[src/rtl/ipt_pkg.sv]
package ipt_pkg;
  // Low bits of a vector that lie below its priority class.
  localparam int CLASS_LSB = 4;

  typedef enum logic {
    TRIG_EDGE  = 1'b0,
    TRIG_LEVEL = 1'b1
  } trig_e;
endpackage

[src/rtl/ipt_prio_enc.sv]
// Highest-set-bit finder over a bitmap held as words of W bits.
module ipt_prio_enc #(
  parameter int N = 256,
  parameter int W = 32
) (
  input  logic [N-1:0]         bits,
  output logic                 found,
  output logic [$clog2(N)-1:0] idx
);
  localparam int IW  = $clog2(N);
  localparam int NW  = N / W;
  localparam int WIW = (W > 1) ? $clog2(W) : 1;

  logic [NW-1:0]          wany;
  logic [NW-1:0][WIW-1:0] widx;

  generate
    for (genvar g = 0; g < NW; g++) begin : g_word
      logic [WIW-1:0] hi;
      always_comb begin
        hi = '0;
        for (int b = 0; b < W; b++) begin
          if (bits[g*W + b]) hi = WIW'(b);
        end
      end
      assign wany[g] = |bits[g*W +: W];
      assign widx[g] = hi;
    end
  endgenerate

  // Later (higher) words override earlier ones: top word wins.
  always_comb begin
    found = 1'b0;
    idx   = '0;
    for (int w = 0; w < NW; w++) begin
      if (wany[w]) begin
        found = 1'b1;
        idx   = IW'(w * W) + IW'(widx[w]);
      end
    end
  end
endmodule

[src/rtl/ipt_prio_calc.sv]
// Processor priority from task priority and top in-service vector.
module ipt_prio_calc
  import ipt_pkg::*;
#(
  parameter int VW = 8
) (
  input  logic [VW-1:0] tpr,
  input  logic          isr_found,
  input  logic [VW-1:0] isr_top,
  output logic [VW-1:0] ppr
);
  logic [VW-1:0] srv;

  always_comb begin
    srv = isr_found ? isr_top : '0;
    if (tpr[VW-1:CLASS_LSB] >= srv[VW-1:CLASS_LSB]) ppr = tpr;
    else ppr = {srv[VW-1:CLASS_LSB], {CLASS_LSB{1'b0}}};
  end
endmodule

[src/rtl/ipt_ctrl.sv]
module ipt_ctrl
  import ipt_pkg::*;
#(
  parameter int NUM_VEC = 256,
  parameter int WORD_W  = 32
) (
  input  logic                       clk,
  input  logic                       rst_n,
  input  logic                       en,
  input  logic                       acc_valid,
  input  logic [$clog2(NUM_VEC)-1:0] acc_vector,
  input  logic                       acc_level,
  output logic                       acc_ok,
  input  logic                       tpr_wr,
  input  logic [$clog2(NUM_VEC)-1:0] tpr_data,
  output logic                       intr_valid,
  output logic [$clog2(NUM_VEC)-1:0] intr_vector,
  input  logic                       intr_ack,
  input  logic                       eoi_req,
  output logic                       eoi_valid,
  output logic [$clog2(NUM_VEC)-1:0] eoi_vector,
  output logic                       eoi_level,
  output logic [$clog2(NUM_VEC)-1:0] ppr_out
);
  localparam int VW = $clog2(NUM_VEC);

  logic [NUM_VEC-1:0] pend_q, isr_q, tmr_q;
  logic [NUM_VEC-1:0] pend_n, isr_n, tmr_n;
  logic [VW-1:0]      tpr_q, ppr_q, ppr_now;
  logic               pend_found, isr_found;
  logic [VW-1:0]      pend_top, isr_top;
  logic [VW-1:0]      pend_floor;
  logic               ack_fire, eoi_fire, same_vec;
  trig_e              acc_trig;

  ipt_prio_enc #(.N(NUM_VEC), .W(WORD_W)) u_pend_enc (
    .bits(pend_q), .found(pend_found), .idx(pend_top));

  ipt_prio_enc #(.N(NUM_VEC), .W(WORD_W)) u_isr_enc (
    .bits(isr_q), .found(isr_found), .idx(isr_top));

  ipt_prio_calc #(.VW(VW)) u_ppr (
    .tpr(tpr_q), .isr_found(isr_found), .isr_top(isr_top), .ppr(ppr_now));

  // Offer: class of the highest waiting vector must beat current priority.
  assign pend_floor  = {pend_top[VW-1:CLASS_LSB], {CLASS_LSB{1'b0}}};
  assign intr_valid  = en && pend_found && (pend_floor > ppr_now);
  assign intr_vector = pend_top;

  assign ack_fire = intr_valid && intr_ack;
  assign eoi_fire = eoi_req && isr_found;
  assign same_vec = ack_fire && (intr_vector == acc_vector);
  assign acc_ok   = acc_valid && en && (!pend_q[acc_vector] || same_vec);
  assign acc_trig = acc_level ? TRIG_LEVEL : TRIG_EDGE;

  // Order inside a cycle: acknowledge, retirement, then accept.
  always_comb begin
    pend_n = pend_q;
    isr_n  = isr_q;
    tmr_n  = tmr_q;
    if (ack_fire) begin
      pend_n[intr_vector] = 1'b0;
      isr_n[intr_vector]  = 1'b1;
    end
    if (eoi_fire) begin
      isr_n[isr_top] = 1'b0;
      tmr_n[isr_top] = 1'b0;
    end
    if (acc_ok) begin
      pend_n[acc_vector] = 1'b1;
      tmr_n[acc_vector]  = (acc_trig == TRIG_LEVEL);
    end
  end

  always_ff @(posedge clk or negedge rst_n) begin
    if (!rst_n) begin
      pend_q     <= '0;
      isr_q      <= '0;
      tmr_q      <= '0;
      tpr_q      <= '0;
      ppr_q      <= '0;
      eoi_valid  <= 1'b0;
      eoi_vector <= '0;
      eoi_level  <= 1'b0;
    end else begin
      pend_q    <= pend_n;
      isr_q     <= isr_n;
      tmr_q     <= tmr_n;
      ppr_q     <= ppr_now;
      eoi_valid <= eoi_fire;
      if (tpr_wr) tpr_q <= tpr_data;
      if (eoi_fire) begin
        eoi_vector <= isr_top;
        eoi_level  <= tmr_q[isr_top];
      end
    end
  end

  assign ppr_out = ppr_q;

  // ---------------- assertions ----------------
  assert_acc_sets_R2: assert property (@(posedge clk) disable iff (!rst_n)
    acc_ok |=> pend_q[$past(acc_vector)]);

  assert_off_quiet_R3: assert property (@(posedge clk) disable iff (!rst_n)
    !en |-> (!acc_ok && !intr_valid));

  assert_offer_class_R4: assert property (@(posedge clk) disable iff (!rst_n)
    intr_valid |-> (intr_vector[VW-1:CLASS_LSB] > ppr_now[VW-1:CLASS_LSB]));

  assert_ppr_floor_R5: assert property (@(posedge clk) disable iff (!rst_n)
    ppr_out >= $past(tpr_q));

  assert_ack_moves_R6: assert property (@(posedge clk) disable iff (!rst_n)
    ack_fire |=> isr_q[$past(intr_vector)]);

  assert_eoi_cause_R7: assert property (@(posedge clk) disable iff (!rst_n)
    eoi_valid |-> $past(eoi_req));

  assert_eoi_gone_R7: assert property (@(posedge clk) disable iff (!rst_n)
    eoi_valid |-> !isr_q[eoi_vector]);

  assert_eoi_empty_R8: assert property (@(posedge clk) disable iff (!rst_n)
    (eoi_req && (isr_q == '0)) |=> !eoi_valid);

  assert_same_vec_R9: assert property (@(posedge clk) disable iff (!rst_n)
    (acc_valid && en && ack_fire && (acc_vector == intr_vector))
      |=> (pend_q[$past(acc_vector)] && isr_q[$past(acc_vector)]));

  assert_ack_idle_R10: assert property (@(posedge clk) disable iff (!rst_n)
    (intr_ack && !intr_valid && !acc_valid) |=> $stable(pend_q));
endmodule

[config.mk]
export PLATFORM = sky130hd
export DESIGN_NAME = ipt_ctrl
export DESIGN_NICKNAME = d
export VERILOG_FILES = /design/src/rtl/ipt_pkg.sv /design/src/rtl/ipt_prio_enc.sv /design/src/rtl/ipt_prio_calc.sv /design/src/rtl/ipt_ctrl.sv
export SDC_FILE = /design/constraint.sdc
export NUM_CORES = 2
export LEC_CHECK = 0
export BUFFER_PORTS_ARGS = -buffer_cell sky130_fd_sc_hd__buf_2
export CAP_MARGIN = 20
export CORE_MARGIN = 4
export CORE_UTILIZATION = 50
export DETAILED_ROUTE_END_ITERATION = 10
export GPL_TIMING_DRIVEN = 0
export MAX_ROUTING_LAYER = met4
export PLACE_DENSITY_LB_ADDON = 0.05
export SLEW_MARGIN = 20
export SYNTH_ARGS = -nofsm -noshare
export SYNTH_HDL_FRONTEND = slang
export SYNTH_HIERARCHICAL = 1
export SYNTH_SLANG_ARGS = --single-unit
[constraint.sdc]
create_clock -name clk -period 8.4 [get_ports clk]
set_clock_uncertainty 0.05 [all_clocks]
set_input_delay 1.68 -clock clk [delete_from_list [all_inputs] [get_ports clk]]
set_output_delay 1.68 -clock clk [all_outputs]
set_load 0.1 [all_outputs]
==> qor.csv <==
metric,value,unit
numPlacedInstances,5865,
drc,1,
fp.dieW,303,µm
rsz0062_at_grt,no,
synth_warnings,6,
violations,design-rule violations,
ioPinCount,52,
antenna_found_initial,5,
synth_ff_type,dfrtp_1,
routed-wl-met2,94.6,mm
nets,4872,
syn_to_final_growth,13.6,%
hold_path_class,reg -> reg,
clkSinkCount,794,
drive_gt1_share,12.0,%
status,"complete, but fails checks",
final_cell_mix,"dfrtp_1 (789), o21ai_0 (609), a21oi_1 (511)",
rows,107,
whs,0.429,ns
htreeDepth,3,
period_minus_slack,8.30,ns
synth_cell_types,77,
grt_pass1_vias,41700,
yosysTopAreaCell,dfrtp_1,
grt_pass1_wl,317,mm
die_h,303,µm
synth_enable_flop_cells,0,
ys_seq_area_share,45.6,%
fin_crit_sh,98.8,%
clkTransAtPathRegs,0.06,ns
cp-end-kind,output port,
clock_path_buffers,3,
track_usage,51.0,%
fp.dieArea,91900,µm²
setup_viol,0,
path_max_fanout,7,
avgSynthCellArea,9.36,µm²
root_buffer,clkbuf_16,
hold_viol,0,
worst_pin_slew,1.33,ns
timing.fmax,0.121,GHz
route.vias.total,44400,
cp.required,6.67,ns
final_antenna_net_count,0,
ys_async_sr_fraction,100,%
ys_seq_elements,794,
hpwl,173,mm
met3_length,30.3,mm
drv_cap,0,
critPathKind,reg -> out,
slew_headroom,8.88,%
worstPathArrival,6.57,ns
drtPass1Iterations,11,
fin_ws,0.104,ns
postRouteWirelength,231,mm
wl_met1,80.7,mm
mostFrequentLayoutCell,dfrtp_1,
first_iter_violations,6678,
vias_per_cell,7.32,
synth.area.top_cells,"dfrtp_1 (46%), o21ai_0 (7.0%), mux4_2 (6.9%)",
routed.top_layer,met4,
overflow,0,
io_buffers,44,
drv_slew,0,
finalSetupTns,0,ns
synthCells,4655,
fin_cells,6060,
clock_latency,0.71,ns
start_util,50.8,%
gp_congestion,1.10,
synth.cell_area,43600,µm²
core,85800,µm²
yosys.area.top_type_share,45.6,%
wl_per_cell,38.1,µm
place_worst_setup_slack,-1.54,ns
cts_tree,yes,
cp-start-kind,register,
synth_nets,4687,
numCtsBuffers,90,
grt_max_degree,137,
## synthesized netlist by cell type (36+ instances only)
cell type  instances
dfrtp_1          794
o21ai_0          611
a21oi_1          512
nand2_1          444
nor2_1           331
mux2i_1          285
nand3_1          238
clkbuf_1         214
nor4_1           153
mux4_2           134
nor3_1           113
inv_1            101
nand4_1           65
nor2b_1           55
a31oi_1           50
nand2b_1          42
buf_2             38
o31ai_1           38
or4_1             36
## layer usage
layer,GRT usage [%],vias to the layer above
li1,-,17700
met1,59.5,21700
met2,71.0,3724
met3,18.4,1202
met4,40.4,0
met5,-,-
## logic make-up after synthesis
kind of cell	synth area share (%)
adders and majority gates	0.230
xor gates and xnor gates	0.161
and+or+nand+nor	17.2
AOI/OAI and AO/OA	19.3
buffers and inverters	3.53
muxes	13.9
DFF	45.6
## sequential cells by signal, summed over array words and instances (netlist names)
signal      count
eoi_vector      8
ppr_out         8
pend_q        256
isr_q         256
tmr_q         256
tpr_q           8
eoi_level       1
eoi_valid       1
## through the flow
stage               area [µm²]  utilization (%)
floorplan                43600                -
global placement         45200             52.7
detailed placement       45700             53.3
CTS                      49300             57.4
global route             49500             57.7
finish                   49500             57.7
## area by class of cell
cell class                 count  area [µm²]
fill                        7785       36300
multi-input combinational   3477       22700
sequential                   794       19900
clock buffer                 130        2680
tap                         1144        1430
buffer                       280        1170
timing repair buffer          95         793
clock inverter                31         445
inverter                     102         383
antenna                        7        17.5
## worst max-delay path, stage by stage (launching register included)
cell,delay [ns]
dfrtp_1,0.50
nor4_1,0.56
nand4_1,0.31
nor2_1,0.93
o41ai_1,0.19
a211oi_1,0.74
o21ai_0,0.39
nand4_1,0.60
xnor2_1,0.19
nand4_1,0.13
nor2_1,0.17
nand4_1,0.14
and2_1,0.19
a22oi_2,0.26
buf_6,0.18
and3_4,0.20
buf_12,0.17
## worst paths after layout
path,to,start,cells past startpoint,slack (ns)
worst max-delay path,acc_ok,pend_q[145]$_DFF_PN0_,16,0.10
worst min-delay path,eoi_vector[1]$_DFFE_PN0P_,eoi_vector[1]$_DFFE_PN0P_,2,0.43
worst max register to register,tmr_q[98]$_DFF_PN0_,isr_q[64]$_DFF_PN0_,17,0.14
worst min register to register,eoi_vector[1]$_DFFE_PN0P_,eoi_vector[1]$_DFFE_PN0P_,2,0.43
max in group asynchronous,isr_q[34]$_DFF_PN0_,rst_n,5,4.74
min in group asynchronous,pend_q[132]$_DFF_PN0_,rst_n,1,0.86
## what timing repair did
action | 4_1_cts | 5_1_grt
endpoints found under the setup margin | 22 | 7
setup buffers | 20 | 6
resized for setup | 64 | 21
pin swaps | 22 | 14
hold buffers | 0 | 0
Power is not shown: default switching activity piles up to over one toggle a cycle in this logic, so the estimate is an artifact.
